==> src/rtl/sc_pkg.sv <==
package sc_pkg;
  localparam int NFLT = 5;
  localparam int NSYNC = NFLT + 2;

  typedef enum logic [1:0] {
    ST_IDLE  = 2'd0,
    ST_ACT   = 2'd1,
    ST_ON    = 2'd2,
    ST_DEACT = 2'd3
  } sc_state_e;
endpackage

==> src/rtl/sc_sync.sv <==
module sc_sync #(
  parameter int W = 7
) (
  input  logic         clk,
  input  logic         rst,
  input  logic [W-1:0] d,
  output logic [W-1:0] q
);
  genvar i;
  generate
    for (i = 0; i < W; i++) begin : g_bit
      logic s1, s2;
      always_ff @(posedge clk) begin
        if (rst) begin
          s1 <= 1'b0;
          s2 <= 1'b0;
        end else begin
          s1 <= d[i];
          s2 <= s1;
        end
      end
      assign q[i] = s2;
    end
  endgenerate
endmodule

==> src/rtl/sc_debounce.sv <==
module sc_debounce #(
  parameter int DEB_CYCLES = 8
) (
  input  logic clk,
  input  logic rst,
  input  logic raw,
  output logic pres,
  output logic chg
);
  localparam int CW = (DEB_CYCLES > 2) ? $clog2(DEB_CYCLES) : 1;
  localparam logic [CW-1:0] LAST = CW'(DEB_CYCLES - 1);

  logic [CW-1:0] cnt;

  always_ff @(posedge clk) begin
    if (rst) begin
      pres <= 1'b0;
      chg  <= 1'b0;
      cnt  <= '0;
    end else if (raw == pres) begin
      cnt <= '0;
      chg <= 1'b0;
    end else if (cnt == LAST) begin
      pres <= raw;
      chg  <= 1'b1;
      cnt  <= '0;
    end else begin
      cnt <= cnt + CW'(1);
      chg <= 1'b0;
    end
  end

  // an accepted value is the raw level seen on the previous cycle
  a_r2_accept_raw: assert property (@(posedge clk) disable iff (rst)
    chg |-> (pres == $past(raw)));
  // presence moves only together with a change pulse
  a_r2_move_flagged: assert property (@(posedge clk) disable iff (rst)
    !chg |-> $stable(pres));
endmodule

==> src/rtl/sc_seq.sv <==
module sc_seq
  import sc_pkg::*;
#(
  parameter int STEP_W    = 8,
  parameter int DEACT_GAP = 4
) (
  input  logic              clk,
  input  logic              rst,
  input  logic              cmd_n,
  input  logic              rst_req,
  input  logic              vsel_5v,
  input  logic [STEP_W-1:0] step_cycles,
  input  logic              pres,
  input  logic              pres_chg,
  input  logic              fault,
  output logic              pwr_en,
  output logic              v5,
  output logic              io_en,
  output logic              clk_en,
  output logic              card_rst,
  output logic              irq_n
);
  localparam int GW = (DEACT_GAP > 1) ? $clog2(DEACT_GAP + 1) : 1;
  localparam int TW = (STEP_W > GW) ? STEP_W : GW;
  localparam logic [TW-1:0] GAP = TW'(DEACT_GAP);

  sc_state_e     st;
  logic [1:0]    stp;
  logic [TW-1:0] tmr;
  logic          cmd_q;

  logic cmd_fall, cmd_rise, abort, irq_set, irq_clr;
  assign cmd_fall = cmd_q & ~cmd_n;
  assign cmd_rise = ~cmd_q & cmd_n;
  assign abort    = cmd_n | fault | ~pres;
  assign irq_set  = pres_chg | (fault & (st != ST_IDLE));
  assign irq_clr  = cmd_rise & ~fault;

  always_ff @(posedge clk) begin
    if (rst) begin
      st       <= ST_IDLE;
      stp      <= 2'd0;
      tmr      <= '0;
      cmd_q    <= 1'b1;
      pwr_en   <= 1'b0;
      v5       <= 1'b0;
      io_en    <= 1'b0;
      clk_en   <= 1'b0;
      card_rst <= 1'b0;
      irq_n    <= 1'b1;
    end else begin
      cmd_q <= cmd_n;
      irq_n <= ~(irq_set | (~irq_n & ~irq_clr));
      case (st)
        ST_IDLE: begin
          if (cmd_fall && pres && !fault) begin
            st     <= ST_ACT;
            pwr_en <= 1'b1;
            v5     <= vsel_5v;
            stp    <= 2'd0;
            tmr    <= TW'(step_cycles);
          end
        end
        ST_ACT, ST_ON: begin
          if (abort) begin
            st       <= ST_DEACT;
            card_rst <= 1'b0;
            stp      <= 2'd0;
            tmr      <= GAP;
          end else if (st == ST_ON) begin
            card_rst <= rst_req;
          end else if (tmr != '0) begin
            tmr <= tmr - TW'(1);
          end else begin
            case (stp)
              2'd0: begin io_en  <= 1'b1; stp <= 2'd1; tmr <= TW'(step_cycles); end
              2'd1: begin clk_en <= 1'b1; stp <= 2'd2; tmr <= TW'(step_cycles); end
              default: st <= ST_ON;
            endcase
          end
        end
        ST_DEACT: begin
          if (tmr != '0) begin
            tmr <= tmr - TW'(1);
          end else begin
            case (stp)
              2'd0: begin clk_en <= 1'b0; stp <= 2'd1; tmr <= GAP; end
              2'd1: begin io_en  <= 1'b0; stp <= 2'd2; tmr <= GAP; end
              default: begin
                pwr_en <= 1'b0;
                v5     <= 1'b0;
                st     <= ST_IDLE;
              end
            endcase
          end
        end
        default: st <= ST_IDLE;
      endcase
    end
  end

  a_r3_io_under_pwr: assert property (@(posedge clk) disable iff (rst)
    io_en |-> pwr_en);
  a_r3_clk_under_io: assert property (@(posedge clk) disable iff (rst)
    clk_en |-> io_en);
  a_r5_rst_in_session: assert property (@(posedge clk) disable iff (rst)
    card_rst |-> (clk_en && st == ST_ON));
  a_r4_level_held: assert property (@(posedge clk) disable iff (rst)
    (pwr_en && $past(pwr_en)) |-> $stable(v5));
  a_r7_fault_shutdown: assert property (@(posedge clk) disable iff (rst)
    (fault && (st == ST_ACT || st == ST_ON)) |=> (st == ST_DEACT && !card_rst));
  a_r8_no_restart: assert property (@(posedge clk) disable iff (rst)
    (st == ST_DEACT) |=> (st == ST_DEACT || (st == ST_IDLE && !pwr_en)));
  a_r9_irq_kept: assert property (@(posedge clk) disable iff (rst)
    (!irq_n && fault) |=> !irq_n);
endmodule

==> src/rtl/sc_card_ctrl.sv <==
module sc_card_ctrl
  import sc_pkg::*;
#(
  parameter int STEP_W     = 8,
  parameter int DEACT_GAP  = 4,
  parameter int DEB_CYCLES = 8
) (
  input  logic              clk,
  input  logic              rst,
  input  logic              pwr_cmd_n,
  input  logic              rst_req,
  input  logic              vsel_5v,
  input  logic [STEP_W-1:0] step_cycles,
  input  logic              pres_hi,
  input  logic              pres_lo_n,
  input  logic              flt_ocur,
  input  logic              flt_vcard,
  input  logic              flt_vreg,
  input  logic              flt_vdig,
  input  logic              flt_temp,
  output logic              card_pwr_en,
  output logic              card_5v,
  output logic              card_io_en,
  output logic              card_clk_en,
  output logic              card_rst,
  output logic              irq_n
);
  logic [NSYNC-1:0] async_in, synced;
  logic pres_raw, pres, pres_chg, fault;

  // bit 0/1: presence switches normalised to active high; upper bits: flags
  assign async_in = {flt_temp, flt_vdig, flt_vreg, flt_vcard, flt_ocur,
                     ~pres_lo_n, pres_hi};

  sc_sync #(.W(NSYNC)) u_sync (
    .clk (clk),
    .rst (rst),
    .d   (async_in),
    .q   (synced)
  );

  assign pres_raw = synced[0] | synced[1];
  assign fault    = |synced[NSYNC-1:2];

  sc_debounce #(.DEB_CYCLES(DEB_CYCLES)) u_deb (
    .clk  (clk),
    .rst  (rst),
    .raw  (pres_raw),
    .pres (pres),
    .chg  (pres_chg)
  );

  sc_seq #(.STEP_W(STEP_W), .DEACT_GAP(DEACT_GAP)) u_seq (
    .clk         (clk),
    .rst         (rst),
    .cmd_n       (pwr_cmd_n),
    .rst_req     (rst_req),
    .vsel_5v     (vsel_5v),
    .step_cycles (step_cycles),
    .pres        (pres),
    .pres_chg    (pres_chg),
    .fault       (fault),
    .pwr_en      (card_pwr_en),
    .v5          (card_5v),
    .io_en       (card_io_en),
    .clk_en      (card_clk_en),
    .card_rst    (card_rst),
    .irq_n       (irq_n)
  );
endmodule

==> config.mk <==
export PLATFORM = sky130hd
export DESIGN_NAME = sc_card_ctrl
export DESIGN_NICKNAME = d
export VERILOG_FILES = /design/src/rtl/sc_pkg.sv /design/src/rtl/sc_sync.sv /design/src/rtl/sc_debounce.sv /design/src/rtl/sc_seq.sv /design/src/rtl/sc_card_ctrl.sv
export SDC_FILE = /design/constraint.sdc
export NUM_CORES = 1
export LEC_CHECK = 0
export ABC_AREA = 0
export BUFFER_PORTS_ARGS = -buffer_cell sky130_fd_sc_hd__buf_2
export CORE_MARGIN = 2
export CORE_UTILIZATION = 40
export DETAILED_ROUTE_END_ITERATION = 12
export PLACE_DENSITY = 0.56
export REMOVE_ABC_BUFFERS = 1
export SYNTH_ARGS = -nofsm -noshare
export SYNTH_HDL_FRONTEND = slang
export SYNTH_SLANG_ARGS = --single-unit
export TNS_END_PERCENT = 20
==> constraint.sdc <==
create_clock -name clk -period 2.86 [get_ports clk]
set_input_delay 0 -clock clk [delete_from_list [all_inputs] [get_ports clk]]
set_output_delay 0 -clock clk [all_outputs]
set_load 0.01 [all_outputs]
* Yosys cells after proc, flatten, opt, wreduce, memory -nomap -nowiden
Cells that the tools add are included.
** Storage, ports and cells
- Flip-flop bits (word level) :: 38
- Input bits :: 20
- Output and inout port bits :: 6
- Word-level logic and storage cells :: 137
** Cells by class
- Add/sub/neg operators :: 2
- Equality and inequality tests :: 21
- Multiplexer cells :: 45
- Bitwise logic cells :: 19
- Reductions and logical operators :: 23
** Operator list (number)
- 2-to-1 mux 8 bit :: 7
- one-hot mux 8 bit (3 select lines) :: 1
- 2-to-1 mux 2 bit :: 11
- 2-to-1 mux 1 bit :: 19
- AND reduction 7 bit :: 2
- inequality test 3 x 2 -> 1 bit, second input constant :: 4
- one-hot mux 2 bit (3 select lines) :: 2
- inequality test 2 x 1 -> 1 bit, second input constant :: 5
- inequality test 2 bit, second input constant :: 5
- inverter 1 bit :: 9
- one-hot mux 1 bit (2 select lines) :: 4
- AND reduction 4 bit :: 2
- nonzero test 2 bit :: 4
- nonzero test 8 bit :: 1
- subtractor 8 x 1 -> 8 bit, second input constant :: 1
- AND reduction 2 bit :: 3
- AND reduction 6 bit :: 1
- OR reduction 2 bit :: 3
- AND 1 bit :: 5
- bitwise OR 1 bit :: 5
- OR reduction 5 bit :: 1
- == test 2 x 1 -> 1 bit, second input constant :: 2
- == test 2 bit, second input constant :: 2
- logical NOT 2 bit :: 2
- 8 further kinds :: 9

* Depth between registers and ports, before layout
- Word-level depth :: 7
- Gate-level depth with buffers :: 9
- Gate-level depth less buffers :: 7

* By module
A second synthesis with hierarchy kept.
** Unflattened totals
- Cells, all modules :: 209
- Area total of the unflattened synthesis :: 1965.6 um^2
** Modules (own cells, without submodules)
- sc_seq :: times used 1, cells an instance 154, area each 1303.8 um^2, sequential area each 380.4 um^2
- sc_sync :: times used 1, cells an instance 36, area each 460.4 um^2, sequential area each 280.3 um^2
- sc_debounce :: times used 1, cells an instance 14, area each 178.9 um^2, sequential area each 100.1 um^2
- sc_card_ctrl :: times used 1, cells an instance 5, area each 22.5 um^2, sequential area each 0.0 um^2

* Least setup slack after synthesis
Ideal clock, no wire load.
- Path kind :: reg-to-reg
- Start point :: reg u_seq.st[1]
- End point :: reg u_seq.tmr[4]
- Library setup time :: 0.088 ns
- Data arrival time :: 2.204 ns
- Required time :: 2.772 ns
- Path slack :: 0.568 ns
- Cell stages (with the launch flop) :: 9
- Buffers on the path :: 1
- Period minus slack after synthesis :: 2.292 ns
- Cells stage by stage :: dfxtp_1 > inv_1 > ha_1 > nor4b_1 > a21oi_1 > nor3_1 > buf_2 > o22ai_1 > a311oi_2
** On the way
- Word-level cells in the longest chain between the ends :: 4
- Elaborated cells between the ends (all ways) :: 11
- Classes of those cells :: eq/ne (7); mux (1); reduce/logical (3)
** RTL lines
- start, declared :: RTL line sc_seq.sv:27 : sc_state_e st;
- start signal, assigned :: RTL line sc_seq.sv:41 : st <= ST_IDLE;
- start signal, assigned :: RTL line sc_seq.sv:57 : st <= ST_ACT;
- start signal, assigned :: RTL line sc_seq.sv:66 : st <= ST_DEACT;
- == test 2 x 1 -> 1 bit / == test 2 bit (equally long branches) :: RTL line sc_seq.sv:54, sc_seq.sv:70
- OR reduction 2 bit :: RTL line sc_seq.sv:54 : case (st)
- inequality test 4 x 2 -> 1 bit (no source line) / inequality test 3 x 2 -> 1 bit (equally long branches)
- AND reduction 4 bit (no source line)
- end signal, assigned :: RTL line sc_seq.sv:61 : tmr <= TW'(step_cycles);
- end signal, assigned :: RTL line sc_seq.sv:73 : tmr <= tmr - TW'(1);
- end signal, assigned :: RTL line sc_seq.sv:84 : tmr <= tmr - TW'(1);
- end, declared :: RTL line sc_seq.sv:29 : logic [TW-1:0] tmr;
Several ways; a longest one is shown, not always the timed one.
A chain may end at the register's enable or synchronous reset.

* Final worst setup path
- Start point :: reg u_seq.tmr[0]
- End point :: reg u_seq.tmr[0]
** On the way
- Word-level cells in the longest chain between the ends :: 5
- Elaborated cells between the ends (all ways) :: 10
- Classes of those cells :: add/sub (1); eq/ne (2); mux (5); reduce/logical (2)
** RTL lines
- subtractor 8 x 1 -> 8 bit / nonzero test 8 bit (equally long branches)
- 2-to-1 mux 8 bit :: RTL line sc_seq.sv:72 : end else if (tmr != '0) begin
- 2-to-1 mux 8 bit :: RTL line sc_seq.sv:70 : end else if (st == ST_ON) begin
- 2-to-1 mux 8 bit :: RTL line sc_seq.sv:65 : if (abort) begin
- one-hot mux 8 bit (3 select lines) :: RTL line sc_seq.sv:54
Several ways; a longest one is shown, not always the timed one. The select of a mux whose other input is x is not followed.

==> results_dict.tcl <==
set metrics [dict create \
    cts-root-buf "clkbuf_8" \
    grt_pass1_vias 1470 \
    cp.depth 7 \
    firstDrtPassIters 4 \
    rsz0062_at_grt "no" \
    fin_util 0.4997 \
    hold_violations 0 \
    hpwlAfterDp_mm 2.731 \
    io_pins 26 \
    tns_ns 0 \
    criticalPathCategory "reg2reg" \
    drc 0 \
    rrSetupSlack_ns 0.32 \
    place.gp.congestion 0.8237 \
    placementRows 24 \
    grt_first_pass_wirelength_mm 6.430 \
    slew_viol_final 0 \
    stdcell_count 285 \
    end_kind "flip-flop" \
    grt_start_max_net_pins 41 \
    max_slew_margin 0.5539 \
    yosys-top-cells-area "dfxtp_1 (42%), ha_1 (6.2%), nor2b_1 (6.2%)" \
    tightest_slew_ns 0.6692 \
    routed_via_density 5.284 \
    critPathMaxFanout 16 \
    crit_path_top_delay_cell "or4b_4" \
    finClkSkew_ns 0.005562 \
    whs_ns 0.01617 \
    finalWirelength_mm 3.808 \
    core-area_mm2 0.004354 \
    netlist_instances 197 \
    yosysUniqueCellTypes 53 \
    yosysSeqAreaShare 0.4187 \
    worst_path_dominant_cell_family "simple AND/OR/NAND/NOR gates" \
    final-setup-viol-count 0 \
    clk_pin_slew_ns 0.07 \
    crit_required_ns 3.06 \
    htree_levels 2 \
    track_usage 0.1586 \
    die_w_um 71.40 \
    yosysWarnings 0 \
    synth_most_common_cell "dfxtp_1" \
    fin_nets 261 \
    synth-main-ff-cell "dfxtp_1" \
    fmax_ghz 0.3943 \
    hp-class "in2reg" \
    final_antenna_net_count 0 \
    wl_per_cell_um 13.36 \
    worstReg2RegStart "u_seq.tmr[0]" \
    postCtsSetupRepairBufs 0 \
    cp.buffers_inverters 1 \
    placed_cell_area_mm2 0.001979 \
    diodes 0 \
    final_area_mm2 0.002176 \
    layout-drive-gt1-share 0.1888 \
    cts.path.max_buffers 2 \
    fin_crit_sh 0.8868 \
    ys_ff_latch 38 \
    synthesis.area_mm2 0.001817 \
    io_buffers 25 \
    numCtsBuffers 5 \
    vias 1506 \
    crit_start "u_seq.tmr[0]" \
    clock-sinks 38 \
    max-vdd-ir-drop_mv 0.4129 \
    p_leak_nw 0.8884 \
    start_util 0.4172 \
    worstPathArrival_ns 2.73 \
    worstRegToRegCells 7 \
    synth_top_area_frac 0.4187 \
    status "finished, final reports clean" \
    cp-endpoint "u_seq.tmr[0]" \
    synth_area_per_cell_um2 9.222 \
    synth_area_leader_cell "dfxtp_1" \
    cts_tree "built" \
    die_height_um 71.40 \
    r2r-end "u_seq.tmr[0]" \
    async_reset_ff_frac 0 \
    cap_viol_max_count 0 \
    drtIter0Drc 42 \
    path_cells "inv_1 -> ha_1 -> or4b_4 -> or4_4 -> o221ai_4 -> a221oi_1 -> a211oi_1" \
    ys_top_cells_by_count "dfxtp_1 (38), nor2b_1 (18), inv_1 (12)" \
    antenna_found_initial 0 \
    synth-edff-count 0 \
    place_inst 267 \
    period_minus_slack_ns 2.536 \
    clock_latency_ns 0.29 \
    start_kind "flip-flop" \
    area_growth_pct 19.77 \
    grt_overflow 0 \
    max_stage_delay_ns 0.52 \
    die_area_mm2 0.005097 \
    powerDensity_mw_per_mm2 685.6 \
]
==> state kept, by name (all words and copies together), names as in the netlist, 2 cells and up <==
signal and flops:
u_seq.st 2, u_sync.g_bit.s2 7, u_sync.g_bit.s1 7, u_deb.cnt 3, u_seq.tmr 8, u_seq.stp 2
==> worst min-delay path by stage <==
stage / slack (ns) / depth (start not counted) / from / endpoint
floorplan: 0.07 / 1 / pres_lo_n / u_sync.g_bit[1].s1
global placement: 0.15 / 2 / pres_lo_n / u_sync.g_bit[1].s1
detailed placement: 0.16 / 2 / pres_lo_n / u_sync.g_bit[1].s1
CTS: 0.01 / 3 / step_cycles[3] / u_seq.tmr[3]
global route: 0.03 / 3 / step_cycles[3] / u_seq.tmr[3]
finish: 0.02 / 3 / step_cycles[3] / u_seq.tmr[3]
==> tightest hold or removal path, stage by stage <==
cell and delay (ns):
buf_2 0.08, a221oi_1 0.06, nor3_1 0.12
==> cell type report <==
type                            instances  area, um2
Sequential cell                        38      760.7
Fill cell                             415       2178
Clock buffer                            6      82.58
Inverter                               13      48.80
Tap cell                               52      65.06
Timing Repair Buffer                   37      240.2
Clock inverter                          2      12.51
Multi-Input combinational cell        137      965.9
==> through the flow <==
stage          total power, mW  setup WS (ns)
2_1_floorplan           0.9915         0.2393
3_3_place_gp             1.090         0.4149
3_5_place_dp             1.106         0.3345
4_1_cts                  1.502         0.2702
5_1_grt                  1.604       0.005769
6_report                 1.492         0.3237
==> report_power, final <==
| group | total, mW | internal [mW] | switching [mW] |
|---|---|---|---|
| Sequential | 0.602 | 0.570 | 0.0323 |
| Clock | 0.383 | 0.194 | 0.189 |
| Combinational | 0.506 | 0.222 | 0.284 |
| Total | 1.49 | 0.986 | 0.506 |
==> cells by family (layout without fill, tap and decap cells) <==
family / count (synthesis) / after routing / synth area share
compound gates: 46 / 46 / 0.1915
xor+xnor: 3 / 3 / 0.01447
fa+ha+maj: 9 / 9 / 0.06198
buf+inv: 22 / 58 / 0.05027
flops: 38 / 38 / 0.4187
mux: 2 / 2 / 0.01171
simple gates: 77 / 77 / 0.2514
==> what timing repair did <==
item | 4_1_cts | 5_1_grt
hold endpoints to repair | 10 | 0
setup endpoints to repair | 0 | 2
resized for setup | 0 | 1
hold buffers | 10 | 0
==> layout by cell type (no fill, tap or decap), types with 2 or more instances in the layout <==
master         count
dfxtp_1           38
buf_2             25
nor2b_1           18
inv_1             12
nor2_1            11
a21oi_1           11
dlygate4sd3_1     10
ha_1               9
nand3_1            6
o21ai_0            6
nor3_1             6
nand2b_1           6
clkbuf_8           6
nand2_1            5
or3_1              4
nor4_1             3
nor4b_1            3
a221oi_1           3
a211oi_1           3
a22oi_1            3
o32ai_1            3
and2_1             2
and3_1             2
or2_2              2
a21o_1             2
xor2_1             2
a32oi_1            2
buf_4              2
==> metal layers <==
layer | global-route usage | vias up | wire length [um]
met4 | 0.05870 | 0 | 43
met5 | 0 | - | 0
met3 | 0.04641 | 5 | 188
met2 | 0.2634 | 30 | 1795
li1 | - | 777 | -
met1 | 0.1949 | 694 | 1780
No activity file was read; power rests on OpenSTA's default activity.
